<file path="config.mk">
export PLATFORM = sky130hd
export DESIGN_NAME = tleg_seq
export DESIGN_NICKNAME = d
export VERILOG_FILES = /design/src/rtl/tleg_pkg.sv /design/src/rtl/tleg_step_plan.sv /design/src/rtl/tleg_dt_timer.sv /design/src/rtl/tleg_seq.sv
export SDC_FILE = /design/constraint.sdc
export NUM_CORES = 1
export LEC_CHECK = 0
export BUFFER_PORTS_ARGS = -buffer_cell sky130_fd_sc_hd__buf_4
export CORE_MARGIN = 4
export CORE_UTILIZATION = 45
export DETAILED_ROUTE_END_ITERATION = 8
export PLACE_DENSITY = 0.65
export SLEW_MARGIN = 20
export SYNTH_ARGS = -nofsm -noshare
export SYNTH_HDL_FRONTEND = slang
export SYNTH_SLANG_ARGS = --single-unit
</file>
<file path="constraint.sdc">
create_clock -name clk -period 5.3 [get_ports clk]
set_input_delay 1.06 -clock clk [delete_from_list [all_inputs] [get_ports clk]]
set_output_delay 1.06 -clock clk [all_outputs]
set_load 0.05 [all_outputs]
</file>
<file path="src/rtl/tleg_pkg.sv">
package tleg_pkg;

    typedef enum logic [1:0] {
        LV_NEU = 2'd0,
        LV_POS = 2'd1,
        LV_NEG = 2'd2,
        LV_OFF = 2'd3
    } lvl_e;

    // hi = Q1, lo = Q2, nh = Q3, nl = Q4
    typedef struct packed {
        logic hi;
        logic lo;
        logic nh;
        logic nl;
    } gate_t;

    typedef enum logic [1:0] {
        ST_IDLE  = 2'd0,
        ST_GAP   = 2'd1,
        ST_STEP  = 2'd2,
        ST_FAULT = 2'd3
    } st_e;

    function automatic gate_t gates_of(input lvl_e l);
        gate_t g;
        g = '0;
        case (l)
            LV_POS:  begin g.hi = 1'b1; g.nh = 1'b1; end
            LV_NEU:  begin g.nh = 1'b1; g.nl = 1'b1; end
            LV_NEG:  begin g.lo = 1'b1; g.nl = 1'b1; end
            default: g = '0;
        endcase
        return g;
    endfunction

    // One step toward the target: every move passes through neutral.
    function automatic lvl_e next_of(input lvl_e cur, input lvl_e tgt);
        return (cur == LV_NEU) ? tgt : LV_NEU;
    endfunction

    // Pattern held during the gap: one neutral switch alone.
    function automatic gate_t mid_of(input lvl_e cur, input lvl_e nxt);
        gate_t g;
        g = '0;
        if (cur == LV_NEG || nxt == LV_NEG) g.nl = 1'b1;
        else                                g.nh = 1'b1;
        return g;
    endfunction

endpackage

</file>
<file path="src/rtl/tleg_step_plan.sv">
module tleg_step_plan
    import tleg_pkg::*;
(
    input  lvl_e  cur,
    input  lvl_e  tgt,
    output lvl_e  nxt,
    output gate_t mid,
    output gate_t fin
);
    always_comb begin
        nxt = next_of(cur, tgt);
        mid = mid_of(cur, nxt);
        fin = gates_of(nxt);
    end
endmodule

</file>
<file path="src/rtl/tleg_dt_timer.sv">
module tleg_dt_timer #(
    parameter int W = 8
) (
    input  logic         clk,
    input  logic         rst_n,
    input  logic         clr,
    input  logic         load,
    input  logic [W-1:0] load_val,
    output logic         expired
);
    logic [W-1:0] cnt_d, cnt_q;

    always_comb begin
        cnt_d = cnt_q;
        if (clr)               cnt_d = '0;
        else if (load)         cnt_d = load_val;
        else if (cnt_q != '0)  cnt_d = cnt_q - W'(1);
    end

    always_ff @(posedge clk or negedge rst_n) begin
        if (!rst_n) cnt_q <= '0;
        else        cnt_q <= cnt_d;
    end

    assign expired = (cnt_q == W'(1));
endmodule

</file>
<file path="src/rtl/tleg_seq.sv">
module tleg_seq
    import tleg_pkg::*;
#(
    parameter int DT_W = 8
) (
    input  logic            clk,
    input  logic            rst_n,
    input  logic            req_valid,
    input  logic [1:0]      req_level,
    input  logic [DT_W-1:0] dt_cfg,
    input  logic            fault,
    input  logic            fault_clr,
    output logic            gate_q1,
    output logic            gate_q2,
    output logic            gate_q3,
    output logic            gate_q4,
    output logic            busy,
    output logic [1:0]      level_out,
    output logic            faulted
);
    localparam logic [DT_W-1:0] DT_MIN = DT_W'(1);

    typedef struct packed {
        st_e             st;
        gate_t           g;
        lvl_e            lvl;
        lvl_e            tgt;
        logic [DT_W-1:0] dt;
    } regs_t;

    regs_t r_d, r_q;

    lvl_e            req_lvl, plan_tgt, plan_nxt;
    gate_t           plan_mid, plan_fin;
    logic [DT_W-1:0] dt_eff, t_val;
    logic            t_load, t_clr, t_exp;

    assign req_lvl  = lvl_e'(req_level);
    assign plan_tgt = (r_q.st == ST_IDLE) ? req_lvl : r_q.tgt;
    assign dt_eff   = (dt_cfg == '0) ? DT_MIN : dt_cfg;

    tleg_step_plan u_plan (
        .cur (r_q.lvl),
        .tgt (plan_tgt),
        .nxt (plan_nxt),
        .mid (plan_mid),
        .fin (plan_fin)
    );

    tleg_dt_timer #(.W(DT_W)) u_timer (
        .clk      (clk),
        .rst_n    (rst_n),
        .clr      (t_clr),
        .load     (t_load),
        .load_val (t_val),
        .expired  (t_exp)
    );

    always_comb begin
        r_d    = r_q;
        t_load = 1'b0;
        t_clr  = 1'b0;
        t_val  = r_q.dt;
        case (r_q.st)
            ST_IDLE: begin
                if (req_valid && req_lvl != LV_OFF && req_lvl != r_q.lvl) begin
                    r_d.tgt = req_lvl;
                    r_d.dt  = dt_eff;
                    r_d.g   = plan_mid;
                    r_d.st  = ST_GAP;
                    t_load  = 1'b1;
                    t_val   = dt_eff;
                end
            end
            ST_GAP: begin
                if (t_exp) begin
                    r_d.g   = plan_fin;
                    r_d.lvl = plan_nxt;
                    r_d.st  = (plan_nxt == r_q.tgt) ? ST_IDLE : ST_STEP;
                end
            end
            ST_STEP: begin
                r_d.g  = plan_mid;
                r_d.st = ST_GAP;
                t_load = 1'b1;
            end
            ST_FAULT: begin
                if (fault_clr) r_d.st = ST_IDLE;
            end
            default: begin
                r_d.st  = ST_FAULT;
                r_d.g   = '0;
                r_d.lvl = LV_OFF;
            end
        endcase
        if (fault) begin
            r_d.st  = ST_FAULT;
            r_d.g   = '0;
            r_d.lvl = LV_OFF;
            t_clr   = 1'b1;
            t_load  = 1'b0;
        end
    end

    always_ff @(posedge clk or negedge rst_n) begin
        if (!rst_n) begin
            r_q.st  <= ST_IDLE;
            r_q.g   <= '0;
            r_q.lvl <= LV_OFF;
            r_q.tgt <= LV_OFF;
            r_q.dt  <= DT_MIN;
        end else begin
            r_q <= r_d;
        end
    end

    gate_t g_out;
    assign g_out     = fault ? gate_t'('0) : r_q.g;
    assign gate_q1   = g_out.hi;
    assign gate_q2   = g_out.lo;
    assign gate_q3   = g_out.nh;
    assign gate_q4   = g_out.nl;
    assign busy      = (r_q.st == ST_GAP) || (r_q.st == ST_STEP);
    assign level_out = r_q.lvl;
    assign faulted   = (r_q.st == ST_FAULT);
endmodule

</file>
Yosys cells after proc, flatten, opt, wreduce, memory -nomap -nowiden:

Index checks and enable logic that the tools add are counted.

* flip-flop bits (word level): 26

* mux-type cells: 27
* $add $sub $neg: 1
* equality and inequality tests: 13
* reduce and logical (&&, ||, !) cells: 19

Operators with widths (number)
* $mux W8: 8
* $pmux W4 S3: 1
* $mux W2: 5
* $mux W1: 9
* $eq A2 B2 Y1 const B: 4
* $eq A8 B1 Y1 const B: 1
* $logic_not A8 Y1: 1
* $pmux W2 S4: 1
* $reduce_bool A8 Y1: 1
* $sub A8 B1 Y8 const B: 1
* $logic_not A2 Y1: 3
* $mux W6: 1
* $ne A3 B3 Y1 const B: 2
* $reduce_and A3 Y1: 2
* $eq A2 B1 Y1 const B: 2
* $mux W4: 1
* $reduce_and A2 Y1: 2
* $reduce_bool A2 Y1: 2
* $reduce_bool A4 Y1: 1
* $reduce_or A2 Y1: 2
* $ne A3 B2 Y1 const B: 1
* $reduce_bool A3 Y1: 1
* $eq A2 B2 Y1: 1
* $logic_and A1 B1 Y1: 2
* other kinds (4): 5

Longest topological paths before layout:

Gate-level depths: netlist of run 1.

* word-level depth: 9
* depth in mapped cells: 8

Modules after synthesis:

From an unflattened synthesis of run 1, not the netlist that was laid out.

* cells, all modules: 180
* area, all modules: 1886.8 um^2

By module, submodules not included
* tleg_seq: area each 1198.6 um^2, sequential area each 456.7 um^2, times used 1, cells each 106
* tleg_dt_timer: area each 603.1 um^2, sequential area each 200.2 um^2, times used 1, cells each 62
* tleg_step_plan: area each 85.1 um^2, sequential area each 0.0 um^2, times used 1, cells each 12

Worst setup path before layout of run 1:

No wires, ideal clock.

* path type: in2out
* from: input port fault
* to: output port gate_q1
* stages on the path: 2
* arrival: 1.978 ns
* path buffers: 1
* path slack: 2.262 ns
* required time: 4.240 ns
* cell sequence: buf_1 nor2b_1

* longest elaborated chain between the ends: 1

RTL lines
* start: declaration: RTL line tleg_seq.sv:11 `input logic fault,`
* $mux W4: RTL line tleg_seq.sv:118 `assign g_out = fault ? gate_t'('0) : r_q.g;`
* end: declaration: RTL line tleg_seq.sv:13 `output logic gate_q1,`

Every way passes these cells.

Worst setup path after layout of run 1:

* from: input port fault
* to: output port gate_q2

* longest elaborated chain between the ends: 1

RTL lines
* $mux W4: RTL line tleg_seq.sv:118
* end: declaration: RTL line tleg_seq.sv:14 `output logic gate_q2,`

Every way passes these cells.

==> run metrics, run 1 <==
Std-Cell Rows=21; PnR worst setup slack=2640 ps; endpoints failing hold=0; reg2reg path depth=6; Clock transition at path regs=90 ps; Synthesis Warnings=0; number of fill cells=301; hpwl dp=2480 um; worst path arrival time=1600 ps; Via density=5.49; storage element area=657 um2; DRC errors left=0; Async SR Flop Fraction=1.00; Skew-Pair Late Insertion Delay=270 ps; Clock Sinks=26; total number of vias=1247; Root Buffer=clkbuf_8; Syn Area/Cell=10.1 um2; max-cap check violation count=0; Tot Pwr=1.03 mW; Setup TNS=0 ps; Multi-input gate area=895 um2; static leakage=0.837 nW; Seq/Total Area, Yosys=0.398; Antenna Nets Post-Route=0; IO Pins=23; Rel. slew slack=0.511; #FFs+latches synth=26; # placed instances=223; Place WS=2590 ps; highest clock rate=0.376 GHz; largest net degree at the start of global routing=27; Final setup viols=0; Die ar.=0.00470 mm2; Post-Route Skew=1.87 ps; postcts setup bufs=0; Port Buffer Count=22; WHS Path Cells=2; Crit. End Element=output port; final period utilization=0.502; Synth Net Count=186; RSZ-0062 raised after global routing=no; starting density of the core=0.479; Inserted Diodes=0; final net count=204; worst IR drop on VDD=209 uV; CTS Buf Count=3; HP Class=flip-flop to flip-flop; commonest cells in the netlist=dfrtp_1 (21), nand2_1 (13), inv_1 (12); synth top area cells=dfrtp_1 (32%), dfstp_2 (8.0%), mux2_1 (6.1%); layout cells sized above 1=0.243; count leader, synth=dfrtp_1; Yosys top cell by area=dfrtp_1; vias in the first global route=1197; Pre-antenna DRT Iters=4; worst slew pin tran=732 ps; Initial DRC Count=57; H-tree levels=1; routed len/inst=15.1 um; width of the chip=68.5 um; Overflow after GRT=0; antenna violations before repair=0; post-CTS sizing=0; worst-path fanout max=13; core area=0.00344 mm2; GRT Overall Usage=0.161; Die H=68.5 um; Mapped Area=0.00165 mm2; Setup CP Type=input port to output port; first-pass GRT wire length=5710 um; pwr/cell area=545 mW/mm2; synth unique cells=44; Final Non-Filler Cells=227; Area Growth Syn to Fin=14.6%; CTS tree=yes; DRT Wirelength=3430 um; Syn Inst Count=164; worst path required time=4240 ps; # hold bufs at CTS=0; Synth top area share=0.319; status=finished clean; RD Place Congestion=0.863; Startpoint Class=input port; Post-synth EDFFs=0; crit path time final=2660 ps; Max clock buf depth=2; Final Max Tran Viols=0; ys flop type=dfrtp_1; Min Hold Slack=488 ps
==> sequential cells by signal (all words and copies together), names as in the netlist <==
signal         flops
level_out          2
r_q               16
u_timer.cnt_q      8
==> path summary, 6_finish.rpt <==
kind                                startpoint                           end  slack (ps)
setup / recovery                         fault                       gate_q2        2640
hold / removal              r_q[5]$_DFFE_PN0P_            r_q[5]$_DFFE_PN0P_         490
setup reg to reg           r_q[16]$_DFFE_PN0P_  u_timer.cnt_q[5]$_DFFE_PN0P_        3110
hold reg to reg             r_q[5]$_DFFE_PN0P_            r_q[5]$_DFFE_PN0P_         490
max in group asynchronous                rst_n            r_q[0]$_DFFE_PN1P_        4310
min in group asynchronous                rst_n           r_q[13]$_DFFE_PN0P_         690
==> cells by family after synthesis <==
| logic type | synth area share |
|---|---|
| buffers and inverters | 0.0592 |
| adders and majority gates | 0.0531 |
| muxes | 0.105 |
| AOI/OAI and AO/OA | 0.162 |
| xor gates and xnor gates | 0.0372 |
| DFF | 0.398 |
| and+or+nand+nor | 0.185 |
==> cell type report <==
| type | count | share of cell area |
|---|---|---|
| clock buffers | 3 | 0.0218 |
| clock inverters | 1 | 0.0159 |
| inverters | 12 | 0.0238 |
| multi-input cells | 117 | 0.473 |
| flip-flops and latches | 26 | 0.347 |
| well taps | 46 | 0.0304 |
| repair buffers | 22 | 0.0874 |
==> critical path, cell delays in order <==
cell and delay, ps:
buf_4 180, nor2b_1 150, buf_4 210
==> routing by layer <==
metal | global-route usage | part of all wire | vias up
li1 | - | - | 612
met1 | 0.235 | 0.50 | 601
met2 | 0.243 | 0.45 | 30
met3 | 0.0211 | 0.037 | 4
met4 | 0.0546 | 0.011 | 0
met5 | 0 | 0 | -
==> report_power, final <==
group	switching, mW	internal [mW]	leakage (nW)
Combinational	0.291	0.222	0.484
Sequential	0.0671	0.285	0.317
Clock	0.0654	0.101	0.0357
==> metrics by stage <==
stage	util	instance area, um2
detailed placement	0.529	1820
CTS	0.549	1890
floorplan	-	1650
global route	0.549	1890
finish	0.549	1890
global placement	0.529	1820
==> cell usage in the layout, fill, tap and decap left out, drive strengths merged, types with 4 or more instances in the layout <==
cell / synthesis / final
nand2: 13 / 13
ha: 7 / 7
o21ai: 7 / 7
inv: 12 / 12
dfstp: 5 / 5
buf: 6 / 22
a21oi: 8 / 8
mux2: 11 / 11
xnor2: 4 / 4
mux2i: 5 / 5
nor3: 10 / 10
dfrtp: 21 / 21
nor2: 11 / 11
nor2b: 7 / 7
Note: power is estimated with default switching activity, not from simulation.
==> run 2, diff against run 1 <==
==> constraint.sdc (replaced) <==
create_clock -name clk -period 2.7 [get_ports clk]
set_input_delay 0.54 -clock clk [delete_from_list [all_inputs] [get_ports clk]]
set_output_delay 0.54 -clock clk [all_outputs]
set_load 0.05 [all_outputs]
==> run metrics, run 2 (synthesis gave the netlist of run 1 again) <==
final period utilization=0.788; Port Buffer Count=22 (unchanged); most frequent cells in the layout=buf_4 (23), dfrtp_1 (21), nand2_1 (13), inv_1 (12), nor2_1 (10); Final setup viols=0 (unchanged); total number of vias=1277 (+2.4%); Place WS=583 ps (-2000 ps); endpoints failing hold=0 (unchanged); number of flip-flops in the largest register=16 (unchanged); Final Max Tran Viols=0 (unchanged); largest net degree at the start of global routing=27 (unchanged); vias in the first global route=1198 (+0.084%); Multi-input gate area=895 um2 (unchanged); static leakage=0.842 nW (+0.65%); worst-path fanout max=22 (+9); post-CTS sizing=0 (unchanged); GRT Overall Usage=0.167 (+0.00663); Switch Pwr=838 uW (+98%); Post-Route Skew=3.65 ps (+1.79 ps); IO Pins=23 (unchanged); status=finished clean; worst IR drop on VDD=548 uV (+160%); Die ar.=0.00470 mm2 (unchanged); FF-to-FF setup slack=570 ps (-2540 ps); worst slew pin tran=666 ps (-65.6 ps); Max clock buf depth=2 (unchanged); Area Growth Syn to Fin=15.1%; postcts setup bufs=0 (unchanged); Clock transition at path regs=90 ps (about the same); RD Place Congestion=0.852 (-1.2%); final net count=205 (+0.49%); Setup TNS=0 ps (unchanged); Root Buffer=clkbuf_8; Skew-Pair Late Insertion Delay=280 ps (about the same); antenna violations before repair=0 (unchanged); Biggest register=r_q; max-cap check violation count=0 (unchanged); Via density=5.60 (+2.0%); Startpoint Class=flip-flop; highest clock rate=0.470 GHz; hpwl dp=2510 um (+1.3%); Pint=1.20 mW (+97%); PnR worst setup slack=573 ps (-2070 ps); Setup CP Type=flip-flop to flip-flop; crit path time final=2130 ps; routed len/inst=15.1 um (+0.32%); core area=0.00344 mm2 (unchanged); CTS Buf Count=3 (unchanged); CTS tree=yes; Antenna Nets Post-Route=0 (unchanged); DRC errors left=0 (unchanged); Std-Cell Rows=21 (unchanged); Comb power frac=0.497 (about the same); Min Hold Slack=152 ps (-336 ps); Clock Sinks=26 (unchanged); Initial DRC Count=52 (-8.8%); # hold bufs at CTS=0 (unchanged); first-pass GRT wire length=5750 um (+0.60%); storage element area=657 um2 (unchanged); H-tree levels=1 (unchanged); Sw Ratio=0.412 (+0.00138); Inserted Diodes=0 (unchanged); Rel. slew slack=0.555 (+0.0438); worst r2r src=r_q[16]$_DFFE_PN0P_; RSZ-0062 raised after global routing=no; Pre-antenna DRT Iters=4 (unchanged); Overflow after GRT=0 (unchanged); number of fill cells=307 (+2.0%); HP Class=input port to asynchronous set/reset pin; width of the chip=68.5 um (unchanged); commonest non-fill, non-tap cell in the layout=buf_4; starting density of the core=0.479 (unchanged); reg2reg path depth=6 (unchanged); Reg-to-Reg End=u_timer.cnt_q[3]$_DFFE_PN0P_; Seq pwr share=0.342 (about the same); pwr/cell area=1070 mW/mm2 (+96%); layout cells sized above 1=0.247 (+0.00416); area post-placement=0.00183 mm2 (+0.41%); Crit. End Element=flip-flop; worst path required time=2890 ps (-1350 ps); DRT Wirelength=3450 um (+0.76%); Clk pwr share=0.161 (about the same); Die H=68.5 um (unchanged); design area=0.00190 mm2 (+0.40%); worst path arrival time=2320 ps (+720 ps)
[run 2: changes by cell type in the layout (fill, tap and decap cells not counted)]
cell / before / now
buf_4: 22 / 23
[run 2: cell type report]
class                           instances  area share
Timing Repair Buffer                   23      0.0910
Sequential cell                        26       0.346
Clock inverter                          1      0.0158
Clock buffer                            3      0.0218
Tap cell                               46      0.0303
Multi-Input combinational cell        117       0.471
Inverter                               12      0.0237
[run 2: metal layers]
layer | vias up | routed length (um) | GRT usage
met1 | 625 | 1620 | 0.228
met3 | 7 | 180 | 0.0340
met2 | 30 | 1590 | 0.260
met4 | 0 | 62 | 0.0670
li1 | 615 | - | -
met5 | - | 0 | 0
[run 2: stage by stage]
step           total power [mW]  instances  utilization
5_1_grt                    2.19        228        0.551
3_3_place_gp               1.68        224        0.531
6_report                   2.03        228        0.551
3_5_place_dp               1.71        224        0.531
4_1_cts                    2.04        228        0.551
2_1_floorplan              1.49        164            -
[run 2: worst max path at each step]
stage | endpoint | from | depth (start not counted)
final | u_timer.cnt_q[3]$_DFFE_PN0P_ | r_q[16]$_DFFE_PN0P_ | 6
after global routing | u_timer.cnt_q[3]$_DFFE_PN0P_ | r_q[16]$_DFFE_PN0P_ | 6
after CTS | u_timer.cnt_q[3]$_DFFE_PN0P_ | r_q[16]$_DFFE_PN0P_ | 6
after detailed placement | u_timer.cnt_q[3]$_DFFE_PN0P_ | req_level[0] | 6
after global placement | u_timer.cnt_q[3]$_DFFE_PN0P_ | req_level[0] | 6
after floorplan | gate_q1 | fault | 2
[run 2: critical path: stages (launching register included)]
cell and delay (ps):
dfrtp_1 440, inv_1 100, ha_1 330, inv_1 150, a21oi_4 550, o31ai_1 230
a211oi_1 240
[run 2: power by group through the flow]
stage          combinational, mW  sequential, mW  clock (mW)
2_1_floorplan              0.822           0.667           0
3_3_place_gp               0.992           0.693           0
3_5_place_dp                1.00           0.703           0
4_1_cts                     1.01           0.697       0.332
5_1_grt                     1.12           0.719       0.354
6_report                    1.01           0.695       0.328
==> run 3, diff against run 2 <==
--- a/config.mk
+++ b/config.mk
@@ -9,7 +9,7 @@
 export CORE_MARGIN = 4
 export CORE_UTILIZATION = 45
 export DETAILED_ROUTE_END_ITERATION = 8
-export PLACE_DENSITY = 0.65
+export PLACE_DENSITY = 0.68
 export SLEW_MARGIN = 20
 export SYNTH_ARGS = -nofsm -noshare
 export SYNTH_HDL_FRONTEND = slang
==> constraint.sdc (replaced) <==
create_clock -name clk -period 1.8 [get_ports clk]
set_input_delay 0.36 -clock clk [delete_from_list [all_inputs] [get_ports clk]]
set_output_delay 0.36 -clock clk [all_outputs]
set_load 0.05 [all_outputs]
==> run metrics, run 3 (synthesis gave the netlist of run 1 again) <==
Clock transition at path regs=90 ps (about the same); Crit. End Element=flip-flop; CTS Buf Count=3 (unchanged); Clk pwr share=0.117 (-0.044); Final Max Tran Viols=0 (unchanged); worst path required time=1950 ps (-940 ps); Die ar.=0.00470 mm2 (unchanged); H-tree levels=1 (unchanged); first-pass GRT wire length=6110 um (+6.4%); Rel. slew slack=0.693 (+0.138); largest net degree at the start of global routing=27 (unchanged); width of the chip=68.5 um (unchanged); Pre-antenna DRT Iters=4 (unchanged); crit path time final=1740 ps (-389 ps); Skew-Pair Late Insertion Delay=270 ps (about the same); pwr/cell area=1530 mW/mm2 (+43%); static leakage=0.935 nW (+11%); routed len/inst=14.6 um (-3.7%); Final setup viols=0 (unchanged); Clock Sinks=26 (unchanged); worst r2r src=r_q[16]$_DFFE_PN0P_; Overflow after GRT=0 (unchanged); max-cap check violation count=0 (unchanged); design area=0.00208 mm2 (+9.6%); Via density=5.48 (-2.2%); total number of vias=1358 (+6.3%); Setup CP Type=flip-flop to flip-flop; area post-placement=0.00194 mm2 (+6.3%); DRC errors left=0 (unchanged); Post-Route Skew=1.66 ps (-1.99 ps); IO Pins=23 (unchanged); commonest non-fill, non-tap cell in the layout=buf_4; endpoints failing hold=0 (unchanged); final period utilization=0.966 (+0.178); RD Place Congestion=0.859 (+0.77%); Sw Ratio=0.410 (-0.00236); crit path from=r_q[16]$_DFFE_PN0P_; highest clock rate=0.575 GHz (+22%); HP Class=input port to flip-flop; Std-Cell Rows=21 (unchanged); GRT Overall Usage=0.170 (+0.00269); Biggest register=r_q; Root Buffer=clkbuf_8; DRT Wirelength=3620 um (+4.8%); Comb power frac=0.566 (+0.069); CTS tree=yes; worst IR drop on VDD=730 uV (+33%); final net count=225 (+9.8%); Reg-to-Reg End=r_q[12]$_DFFE_PN0P_; Switch Pwr=1.30 mW (+56%); Max clock buf depth=2 (unchanged); Initial DRC Count=62 (+19%); final core utilization=0.604 (+0.0527); hpwl dp=2730 um (+8.9%); core area=0.00344 mm2 (unchanged); worst slew pin tran=461 ps (-205 ps); FF-to-FF setup slack=60 ps (-510 ps); layout cells sized above 1=0.361 (+0.114); Startpoint Class=flip-flop; Min Hold Slack=327 ps (+175 ps); vias in the first global route=1351 (+13%); worst path arrival time=1890 ps (-430 ps); Pint=1.88 mW (+57%); Seq pwr share=0.318 (-0.024); Setup TNS=0 ps (unchanged); reg2reg path depth=6 (unchanged); worst-path fanout max=5 (-77%); starting density of the core=0.479 (unchanged); Inserted Diodes=0 (unchanged); Tot Pwr=3.19 mW (+57%); most frequent cells in the layout=buf_4 (41), dfrtp_1 (21), nand2_1 (12); number of flip-flops in the largest register=16 (unchanged); status=finished clean; Area Growth Syn to Fin=26.1%; Antenna Nets Post-Route=0 (unchanged); number of fill cells=304 (-0.98%); antenna violations before repair=0 (unchanged); CP Capture Point=r_q[12]$_DFFE_PN0P_; Port Buffer Count=22 (unchanged); Die H=68.5 um (unchanged)
## run 3: critical path, stage by stage, from the launching register on
cell and delay, ps:
dfrtp_1 410, inv_2 90, ha_4 170, mux2i_2 230, nor3_2 90, o311a_1 340, mux2_1 290
## run 3: power groups by stage
stage	sequential [mW]	combinational, mW	clock [mW]
detailed placement	1.02	1.70	0
global route	1.04	1.99	0.406
floorplan	1.00	1.24	0
global placement	1.02	1.66	0
finish	1.01	1.80	0.371
CTS	1.01	1.74	0.383
## run 3: through the flow
step / std cells / worst slack [ps]
4_1_cts: 245 / 0.644
5_1_grt: 248 / -1.75
3_3_place_gp: 239 / 21.5
3_5_place_dp: 239 / -66.1
6_report: 248 / 61.8
2_1_floorplan: 164 / 4.19
## run 3: final cells by class
cell class | instances | area [um2] | area share
multi-input cells | 117 | 936 | 0.450
flip-flops and latches | 26 | 657 | 0.316
repair buffers | 43 | 329 | 0.158
well taps | 46 | 57.6 | 0.0277
clock buffers | 4 | 55.1 | 0.0265
inverters | 12 | 45.0 | 0.0217
## run 3: repair_timing
item	in CTS	in global routing
cloned	0	0
gates resized for setup	1	10
hold endpoints to repair	21	0
endpoints found under the setup margin	2	13
pin swaps	0	6
hold buffers	1	0
setup buffers	1	3
## run 3: worst min path at each step
stage / start / cells after the start / slack, ps / endpoint
global route: dt_cfg[2] / 2 / 330 / r_q[2]$_DFFE_PN0P_
detailed placement: rst_n / 1 / 290 / r_q[15]$_DFFE_PN0P_
global placement: rst_n / 1 / 290 / r_q[14]$_DFFE_PN0P_
CTS: dt_cfg[6] / 2 / 330 / r_q[6]$_DFFE_PN0P_
finish: dt_cfg[6] / 2 / 330 / r_q[6]$_DFFE_PN0P_
floorplan: rst_n / 0 / 60 / r_q[12]$_DFFE_PN0P_
## run 3: metal layers
metal	up-vias	GRT usage	wire (um)
met3	6	0.0211	167
met2	36	0.275	1670
met5	-	0	0
li1	652	-	-
met4	0	0.0596	56
met1	664	0.234	1720
